--- src/rtl/twi_pkg.sv ---
package twi_pkg;
   typedef enum logic [2:0] {
      ST_IDLE,
      ST_ADDR,
      ST_AACK,
      ST_WR,
      ST_WACK,
      ST_RD,
      ST_RACK
   } twi_state_e;
endpackage

--- src/rtl/twi_sync.sv ---
module twi_sync #(
   parameter int STAGES = 2
) (
   input  logic clk,
   input  logic rst_n,
   input  logic scl_in,
   input  logic sda_in,
   output logic scl_s,
   output logic sda_s,
   output logic scl_rise,
   output logic scl_fall,
   output logic start_ev,
   output logic stop_ev
);
   logic [STAGES-1:0] scl_chain, sda_chain;
   logic              scl_p, sda_p;

   always_ff @(posedge clk or negedge rst_n) begin
      if (!rst_n) begin
         scl_chain <= '1;
         sda_chain <= '1;
         scl_p     <= 1'b1;
         sda_p     <= 1'b1;
      end else begin
         scl_chain <= {scl_chain[STAGES-2:0], scl_in};
         sda_chain <= {sda_chain[STAGES-2:0], sda_in};
         scl_p     <= scl_chain[STAGES-1];
         sda_p     <= sda_chain[STAGES-1];
      end
   end

   assign scl_s    = scl_chain[STAGES-1];
   assign sda_s    = sda_chain[STAGES-1];
   assign scl_rise = scl_s & ~scl_p;
   assign scl_fall = ~scl_s & scl_p;
   assign start_ev = scl_s & scl_p & sda_p & ~sda_s;
   assign stop_ev  = scl_s & scl_p & ~sda_p & sda_s;
endmodule

--- src/rtl/twi_regfile.sv ---
module twi_regfile #(
   parameter int AW = 8,
   parameter int DW = 8,
   parameter logic [(2**AW)-1:0] RO_MASK = '0
) (
   input  logic          clk,
   input  logic          rst_n,
   input  logic          we,
   input  logic [AW-1:0] waddr,
   input  logic [DW-1:0] wdata,
   input  logic [AW-1:0] raddr,
   output logic [DW-1:0] rdata
);
   localparam int DEPTH = 2**AW;

   logic [DEPTH*DW-1:0] flat;

   for (genvar i = 0; i < DEPTH; i++) begin : g_ent
      if (RO_MASK[i]) begin : g_ro
         assign flat[i*DW +: DW] = '0;
      end else begin : g_rw
         logic [DW-1:0] q;
         always_ff @(posedge clk or negedge rst_n) begin
            if (!rst_n)
               q <= '0;
            else if (we && waddr == AW'(i))
               q <= wdata;
         end
         assign flat[i*DW +: DW] = q;
      end
   end

   assign rdata = flat[raddr*DW +: DW];
endmodule

--- src/rtl/twi_engine.sv ---
module twi_engine
   import twi_pkg::*;
#(
   parameter int         AW        = 8,
   parameter int         STRAP_W   = 5,
   parameter logic [6:0] ADDR_BASE = 7'h00
) (
   input  logic               clk,
   input  logic               rst_n,
   input  logic [STRAP_W-1:0] strap,
   input  logic               sda_s,
   input  logic               scl_rise,
   input  logic               scl_fall,
   input  logic               start_ev,
   input  logic               stop_ev,
   input  logic [7:0]         rdata,
   output logic               wr_en,
   output logic [AW-1:0]      ptr,
   output logic [7:0]         wr_data,
   output logic               matched,
   output logic               sda_oe
);
   localparam logic [6:0] LO_M = 7'((8'd1 << STRAP_W) - 8'd1);

   twi_state_e         state;
   logic [3:0]         cnt;
   logic [7:0]         sh, txs;
   logic [STRAP_W-1:0] strap_q;
   logic               armed, rw, first, mack;
   logic [6:0]         dev_addr;

   assign dev_addr = (ADDR_BASE & ~LO_M) | 7'(strap_q);
   assign wr_en    = (state == ST_WR) && scl_fall && (cnt == 4'd8) && !first;
   assign wr_data  = sh;

   always_ff @(posedge clk or negedge rst_n) begin
      if (!rst_n) begin
         state   <= ST_IDLE;
         cnt     <= '0;
         sh      <= '0;
         txs     <= '0;
         strap_q <= '0;
         armed   <= 1'b0;
         rw      <= 1'b0;
         first   <= 1'b0;
         mack    <= 1'b0;
         matched <= 1'b0;
         ptr     <= '0;
         sda_oe  <= 1'b0;
      end else if (!armed) begin
         strap_q <= strap;
         armed   <= 1'b1;
      end else if (start_ev) begin
         state  <= ST_ADDR;
         cnt    <= '0;
         sda_oe <= 1'b0;
      end else if (stop_ev) begin
         state   <= ST_IDLE;
         sda_oe  <= 1'b0;
         matched <= 1'b0;
         if (matched) ptr <= '0;
      end else begin
         case (state)
            ST_ADDR, ST_WR: begin
               if (scl_rise && cnt != 4'd8) begin
                  sh  <= {sh[6:0], sda_s};
                  cnt <= cnt + 4'd1;
               end else if (scl_fall && cnt == 4'd8) begin
                  if (state == ST_ADDR) begin
                     if (sh[7:1] == dev_addr) begin
                        matched <= 1'b1;
                        rw      <= sh[0];
                        sda_oe  <= 1'b1;
                        state   <= ST_AACK;
                     end else begin
                        state <= ST_IDLE;
                     end
                  end else begin
                     ptr    <= first ? AW'(sh) : ptr + AW'(1);
                     first  <= 1'b0;
                     sda_oe <= 1'b1;
                     state  <= ST_WACK;
                  end
               end
            end
            ST_AACK, ST_RACK: begin
               if (scl_rise && state == ST_RACK) begin
                  mack <= ~sda_s;
               end else if (scl_fall) begin
                  cnt <= '0;
                  if ((state == ST_AACK && rw) || (state == ST_RACK && mack)) begin
                     txs    <= {rdata[6:0], 1'b0};
                     sda_oe <= ~rdata[7];
                     ptr    <= ptr + AW'(1);
                     state  <= ST_RD;
                  end else if (state == ST_AACK) begin
                     sda_oe <= 1'b0;
                     first  <= 1'b1;
                     state  <= ST_WR;
                  end else begin
                     sda_oe <= 1'b0;
                     state  <= ST_IDLE;
                  end
               end
            end
            ST_WACK: begin
               if (scl_fall) begin
                  sda_oe <= 1'b0;
                  cnt    <= '0;
                  state  <= ST_WR;
               end
            end
            ST_RD: begin
               if (scl_rise) begin
                  cnt <= cnt + 4'd1;
               end else if (scl_fall) begin
                  if (cnt == 4'd8) begin
                     sda_oe <= 1'b0;
                     state  <= ST_RACK;
                  end else begin
                     sda_oe <= ~txs[7];
                     txs    <= {txs[6:0], 1'b0};
                  end
               end
            end
            default: state <= ST_IDLE;
         endcase
      end
   end
endmodule

--- src/rtl/twi_reg_slave.sv ---
module twi_reg_slave #(
   parameter int                 AW        = 8,
   parameter int                 STRAP_W   = 5,
   parameter int                 SYNC_N    = 2,
   parameter logic [6:0]         ADDR_BASE = 7'h00,
   parameter logic [(2**AW)-1:0] RO_MASK   = {{16{1'b1}}, {((2**AW)-16){1'b0}}}
) (
   input  logic               clk,
   input  logic               rst_n,
   input  logic [STRAP_W-1:0] strap,
   input  logic               scl_in,
   input  logic               sda_in,
   output logic               sda_oe
);
   if (STRAP_W < 1 || STRAP_W > 6) begin : g_bad_strap
      $error("STRAP_W must lie in 1..6");
   end
   if (AW < 5 || AW > 8) begin : g_bad_aw
      $error("AW must lie in 5..8");
   end
   if (SYNC_N < 2) begin : g_bad_sync
      $error("SYNC_N must be at least 2");
   end

   logic          scl_s, sda_s, scl_rise, scl_fall, start_ev, stop_ev;
   logic          wr_en, matched;
   logic [AW-1:0] ptr;
   logic [7:0]    wr_data, rdata;

   twi_sync #(.STAGES(SYNC_N)) u_sync (
      .clk(clk), .rst_n(rst_n), .scl_in(scl_in), .sda_in(sda_in),
      .scl_s(scl_s), .sda_s(sda_s), .scl_rise(scl_rise), .scl_fall(scl_fall),
      .start_ev(start_ev), .stop_ev(stop_ev)
   );

   twi_engine #(.AW(AW), .STRAP_W(STRAP_W), .ADDR_BASE(ADDR_BASE)) u_eng (
      .clk(clk), .rst_n(rst_n), .strap(strap), .sda_s(sda_s),
      .scl_rise(scl_rise), .scl_fall(scl_fall), .start_ev(start_ev),
      .stop_ev(stop_ev), .rdata(rdata), .wr_en(wr_en), .ptr(ptr),
      .wr_data(wr_data), .matched(matched), .sda_oe(sda_oe)
   );

   twi_regfile #(.AW(AW), .DW(8), .RO_MASK(RO_MASK)) u_rf (
      .clk(clk), .rst_n(rst_n), .we(wr_en), .waddr(ptr), .wdata(wr_data),
      .raddr(ptr), .rdata(rdata)
   );
endmodule

--- config.mk ---
export PLATFORM = sky130hd
export DESIGN_NAME = twi_reg_slave
export DESIGN_NICKNAME = d
export VERILOG_FILES = /design/src/rtl/twi_pkg.sv /design/src/rtl/twi_sync.sv /design/src/rtl/twi_regfile.sv /design/src/rtl/twi_engine.sv /design/src/rtl/twi_reg_slave.sv
export SDC_FILE = /design/constraint.sdc
export NUM_CORES = 2
export LEC_CHECK = 0
export BUFFER_PORTS_ARGS = -buffer_cell sky130_fd_sc_hd__buf_2
export CORE_MARGIN = 2
export CORE_UTILIZATION = 50
export DETAILED_ROUTE_END_ITERATION = 10
export PLACE_DENSITY = 0.68
export RECOVER_POWER = 50
export SLEW_MARGIN = 0
export SYNTH_ARGS = -nofsm -noshare
export SYNTH_HDL_FRONTEND = slang
export SYNTH_SLANG_ARGS = --single-unit
export TNS_END_PERCENT = 100
--- constraint.sdc ---
create_clock -name clk -period 3.18 [get_ports clk]
set_clock_uncertainty 0.15 [all_clocks]
set_input_delay 0.318 -clock clk [delete_from_list [all_inputs] [get_ports clk]]
set_output_delay 0.318 -clock clk [all_outputs]
set_load 0.01 [all_outputs]
# == Yosys cells after proc, flatten, opt, wreduce, memory -nomap -nowiden ==
# Index checks and enable logic that the tools add are counted.
# classes
eq_ne,280
add_sub_neg,2
muxes,66
shift,1
reduce_logical,272
bitwise_logic,16
# ops
op,n
indexed part select 2048 x 12 -> 8 bit,1
equality test 8 bit (second input constant),112
equality test 8 x 7 -> 1 bit (second input constant),64
equality test 8 x 6 -> 1 bit (second input constant),32
logical AND 1 bit,248
equality test 8 x 5 -> 1 bit (second input constant),16
2-to-1 mux 8 bit,15
equality test 8 x 4 -> 1 bit (second input constant),8
2-to-1 mux 3 bit,12
equality test 8 x 3 -> 1 bit (second input constant),4
case mux 8 bit (2 select lines),2
AND reduction 10 bit,3
2-to-1 mux 1 bit,25
2-to-1 mux 4 bit,6
inequality test 4 x 3 -> 1 bit (second input constant),5
equality test 8 x 2 -> 1 bit (second input constant),2
inequality test 2 bit (second input constant),8
inequality test 4 bit (second input constant),4
case mux 4 bit (4 select lines),1
inequality test 3 x 2 -> 1 bit (second input constant),5
inequality test 2 x 1 -> 1 bit (second input constant),6
inequality test 3 bit (second input constant),4
case mux 3 bit (4 select lines),1
nonzero test 2 bit,6
27 further kinds,47
# word_totals
word_cells,893
input_bits,9
regBits,1968
output_inout_bits,1

# == Depth between registers and ports, before layout ==
# depth
depth_word,9
mapped_depth,14
mapped_depth_nobuf,9

# == Modules after synthesis ==
# From an unflattened synthesis, not the netlist that was laid out.
# unflattened
cells_unflattened,5891
hier_area_um2,91112.4
# modules_own_cells
mod,cells_per_inst,seq_area_each_um2,area_per_inst_um2,n_inst
twi_regfile,5629,48046.1,88488.6,1
twi_engine,252,1026.0,2433.6,1
twi_sync,10,157.7,190.2,1

# == Least setup slack after synthesis ==
# Ideal clock, no wire load.
# synth_path
path_type,register to register
start,register u_eng.ptr[0]
end,register u_rf.g_ent[100].g_rw.q[0]
setup_slack_ps,-137
path_buffers,9
arrival_ps,3043
setup_ps,125
t_required_ps,2905
path_stages_with_launch,15
synth_period_minus_slack_ps,3317
path_cell_list,dfrtp_1 buf_2 buf_6 buf_6 buf_4 inv_1 buf_4 buf_4 buf_2 ha_1 clkbuf_1 and3_1 clkbuf_1 nand2_1 mux2_2
# synth_between
elab_chain_cells,2
# synth_lines
item,line,text
"start, declared",twi_engine.sv:18,"output logic [AW-1:0] ptr,"
"start signal, assigned",twi_engine.sv:79,ptr <= first ? AW'(sh) : ptr + AW'(1);
"start signal, assigned",twi_engine.sv:94,ptr <= ptr + AW'(1);
equality test 8 x 7 -> 1 bit,twi_regfile.sv:26,else if (we && waddr == AW'(i))
logical AND 1 bit,twi_regfile.sv:26,
"end signal, assigned",twi_regfile.sv:27,q <= wdata;
"end, declared",twi_regfile.sv:22,logic [DW-1:0] q;
# Every way passes these cells.
# A chain may end at the register's enable or synchronous reset.

# == Worst setup path in the final report ==
# layout_path
start,register u_eng.ptr[0]
end,register u_eng.sda_oe
# layout_between
elab_chain_cells,8
# layout_lines
item,line,text
indexed part select 2048 x 12 -> 8 bit,twi_regfile.sv:33,assign rdata = flat[raddr*DW +: DW];
NOT 1 bit,twi_engine.sv:93,sda_oe <= ~rdata[7];
2-to-1 mux 1 bit,twi_engine.sv:91,if ((state == ST_AACK && rw) || (state == ST_RACK && mack)) begin
2-to-1 mux 1 bit,twi_engine.sv:89,end else if (scl_fall) begin
2-to-1 mux 1 bit,twi_engine.sv:87,if (scl_rise && state == ST_RACK) begin
case mux 1 bit (4 select lines),twi_engine.sv:63,case (state)
2-to-1 mux 1 bit,twi_engine.sv:57,end else if (stop_ev) begin
2-to-1 mux 1 bit,twi_engine.sv:53,end else if (start_ev) begin
"end signal, assigned",twi_engine.sv:93,
"end signal, assigned",twi_engine.sv:121,sda_oe <= ~txs[7];
"end, declared",twi_engine.sv:21,output logic sda_oe
# Every way passes these cells. The select of a mux whose other input is x is not followed.

==> impl_metrics.py <==
metrics = {
    "status": {
        "status": "finished with violations",
        "violations_in_the_final_reports": "max-capacitance violations, max-slew violations, negative setup slack",
    },
    "synth": {
        "post_synth_edffs": 0,
        "main_combinational_cell_family_by_area_after_synthesis": "multiplexers",
        "synth-adder-area-share_pct": 0.0829,
        "yosysWarnings": 0,
        "yosys_most_used_dff": "dfrtp_1",
        "synth_seq_cells": 1967,
        "synth_nets": 5827,
        "synth.lib_cells_used.distinct": 72,
        "synth.avg_cell_area_um2": 15.6,
        "synthMuxAreaShare_pct": 38.4,
        "synth-compound-area-share_pct": 1.59,
        "synth_simple_gate_area_share_pct": 3.22,
        "syn-instance-count": 5812,
        "syn_area_mm2": 0.0905,
        "post_synth_xor_area_fraction_pct": 0.0580,
        "yosysSeqAreaShare_pct": 54.4,
        "async_reset_ff_share_pct": 100,
    },
    "cells_and_area": {
        "final_layout_size_suffix_gt1_share_pct": 55.2,
        "area.growth.synth_to_final_pct": 15.5,
        "design.final.nets": 6188,
        "final_common_cell": "dfrtp_1",
        "mostFrequentLayoutCells": "dfrtp_1, mux2_2, mux4_2",
        "post-route-util_pct": 58.0,
        "final_area_mm2": 0.105,
        "fillers": 14000,
    },
    "setup_path": {
        "r2r-start": "u_eng.ptr[0]$_DFFE_PN0P_",
        "setup.worst_path.class": "reg -> reg",
        "setup.worst_path.start_class": "flop",
        "worstSetupStartpoint": "u_eng.ptr[0]$_DFFE_PN0P_",
        "cp-end-kind": "flop",
        "crit_fanout": 21,
        "worst-endpoint-arrival_ns": 3.80,
        "worstPathRequired_ns": 3.79,
    },
    "flow_run": {
        "timing.max_cap.violations": 3,
    },
    "clocking": {
        "cts_tree": "yes",
        "worst_skew_late_latency_ns": 0.85,
        "ctsLongestPathBuffers": 3,
        "clkSinkCount": 1967,
        "cts_max_level": 4,
        "cts_root_buffer": "clkbuf_16",
        "numCtsBuffers": 203,
        "worst_setup_hold_path_clk_slew_ns": 0.06,
    },
    "sta": {
        "setup_viol": 1,
        "total_count_of_hold_check_failures_in_the_final_report": 0,
        "rsz_0062_raised_after_global_routing": "true",
        "min_period_over_period_pct": 100,
        "maxClockFrequency_ghz": 0.313,
        "setup_slack_ns": -0.0103,
        "slew_headroom_pct": -5.63,
        "min_period_ns": 3.19,
        "timing_worst_slew_pin_value_ns": 1.58,
        "hold_ws_ns": 0.108,
        "slew_violations": 118,
    },
    "pwr": {
        "internal_power_mw": 40.1,
        "power.switching_mw": 12.3,
        "power.share.switching_pct": 23.5,
        "p_clk_share_pct": 46.3,
        "peakVddDrop_v": 0.000462,
        "power-per-cell-area_mw_per_mm2": 501,
        "comb_power_share_pct": 5.4,
        "power.static_leakage_nw": 50.0,
        "power.sequential.fraction_pct": 48.2,
    },
    "floorplan": {
        "num_io_pins": 10,
        "die_area_mm2": 0.184,
        "initial_utilization_pct": 50.2,
        "die_height_um": 430,
        "core.rowCount": 156,
        "fp.dieW_um": 430,
        "fp.coreArea_mm2": 0.180,
    },
    "min_path": {
        "start_point_of_the_worst_hold_path": "strap[3]",
        "worstHoldPathType": "in -> reg",
    },
    "detailed_routing": {
        "drc": 0,
        "ant_nets": 0,
        "wirelength_um": 251000,
        "drtPass1Iterations": 6,
        "drt-vias-per-instance": 6.21,
        "via_count": 54100,
        "first_iter_violations": 4782,
        "avgRoutedWirePerCell_um": 28.9,
    },
    "placed_design": {
        "gpl_wtd_cong": 0.934,
        "detailedPlace.worstSlack_ns": -0.158,
        "detailed_place_hpwl_um": 167000,
        "placement.cell_area_mm2": 0.0978,
        "placement.io_buffers": 9,
    },
    "global_route": {
        "grt_overflow_total": 0,
        "grtUsageTotal_pct": 27.6,
        "first_pass_grt_wire_length_um": 382000,
        "initial_antenna_violation_count": 6,
        "grt_max_degree": 210,
        "grt_pass1_vias": 56600,
    },
}
[synth_stat cells (all sizes together) (3+ instances only)]
master | number | area (um2)
nand3 | 43 | 215
nor3 | 8 | 40.0
dfstp | 6 | 158
a41oi | 3 | 26.3
a211oi | 4 | 30.0
and3 | 16 | 100
a31oi | 9 | 56.3
o22ai | 23 | 144
xor2 | 4 | 35.0
dfrtp | 1961 | 49100
and4 | 3 | 26.3
nand4b | 3 | 26.3
mux2 | 1945 | 22200
and4b | 4 | 40.0
buf | 158 | 918
inv | 11 | 41.3
or3 | 5 | 31.3
and2 | 19 | 119
a22o | 4 | 35.0
a221oi | 7 | 61.3
o31ai | 4 | 30.0
nor4 | 11 | 83.8
o21ai | 39 | 195
clkbuf | 282 | 1060
nand2 | 303 | 1320
ha | 6 | 75.1
a21oi | 54 | 270
nand2b | 10 | 62.6
or2 | 5 | 31.3
mux4 | 517 | 11600
o32ai | 3 | 26.3
nor2b | 11 | 68.8
nor2 | 144 | 603
nand4 | 7 | 58.8
a22oi | 37 | 278
a32oi | 17 | 149
mux2i | 94 | 941
[power by group through the flow]
stage	clock network [mW]	logic (mW)	registers, mW
floorplan	0	1.44	25.6
detailed placement	0	2.90	25.7
global placement	0	2.85	25.7
CTS	24.6	2.95	25.3
finish	24.3	2.85	25.3
global route	25.7	3.13	25.3
[timing repair]
| item | CTS | global route |
|---|---|---|
| setup buffers | 7 | 7 |
| resized for setup | 14 | 38 |
| endpoints found under the hold margin | 879 | 0 |
| hold buffers | 12 | 0 |
| setup endpoints to repair | 27 | 234 |
[final timing paths]
check | endpoint | slack [ns] | cells after the start
worst max-delay path | u_eng.sda_oe$_DFFE_PN0P_ | -0.01 | 9
worst max register to register | u_eng.sda_oe$_DFFE_PN0P_ | -0.01 | 9
max in group asynchronous | u_rf.g_ent[131].g_rw.q[3]$_DFFE_PN0P_ | 0.23 | 5
min in group asynchronous | u_rf.g_ent[210].g_rw.q[3]$_DFFE_PN0P_ | 0.46 | 3
worst min register to register | u_sync.sda_chain[1]$_DFF_PN1_ | 0.21 | 0
worst min-delay path | u_eng.strap_q[3]$_DFFE_PN0N_ | 0.11 | 3
[metal layers]
layer | up-vias | wire (um) | GRT usage (%)
li1 | 22400 | - | -
met2 | 1791 | 116000 | 42.3
met4 | 6 | 10200 | 10.4
met5 | - | 38 | 0
met3 | 495 | 16800 | 5.16
met1 | 29400 | 108000 | 39.6
[state kept, by name, indices dropped and copies added (netlist names), 2 cells and up]
name	count
u_eng.cnt	4
u_eng.strap_q	5
u_sync.sda_chain	2
u_eng.txs	7
u_eng.wr_data	8
u_sync.scl_chain	2
u_eng.state	3
u_eng.ptr	8
u_rf.g_ent.g_rw.q	1920
[stage by stage]
stage | power [mW] | std cells | TNS (ns)
after global routing | 54.1 | 8709 | -0.313
after detailed placement | 28.6 | 8312 | -0.337
after floorplan | 27.1 | 5812 | -14.54
final | 52.4 | 8710 | -0.0103
after global placement | 28.6 | 8312 | -0.426
after CTS | 52.8 | 8702 | 0
[worst max-delay path, cell delays in order, from the launching register on]
cell and delay, ns:
dfrtp_4 0.44, buf_4 0.13, buf_12 0.15, buf_16 0.21
mux4_2 0.53, mux2i_1 0.22, a32oi_1 0.12, and4_1 0.34
or4_1 0.57, o221ai_1 0.19
[final cells by class]
cell class	count	area, um2	area share, %
Timing Repair Buffer	596	5760	5.51
Multi-Input combinational cell	3392	39700	38.0
Sequential cell	1967	49300	47.1
Clock buffer	330	6170	5.90
Antenna cell	1	2.50	0.00239
Clock inverter	41	613	0.586
Inverter	13	58.8	0.0563
Tap cell	2370	2970	2.84
[cells by family after synthesis]
logic type               count (synthesis)
other                                    1
AND/OR/NAND/NOR                        603
flip-flops                            1967
adder cells (fa/ha/maj)                  6
XOR/XNOR                                 6
buffers and inverters                  453
multiplexers                          2556
AO/OA/AOI/OAI                          220
(Power assumes the default switching activity.)
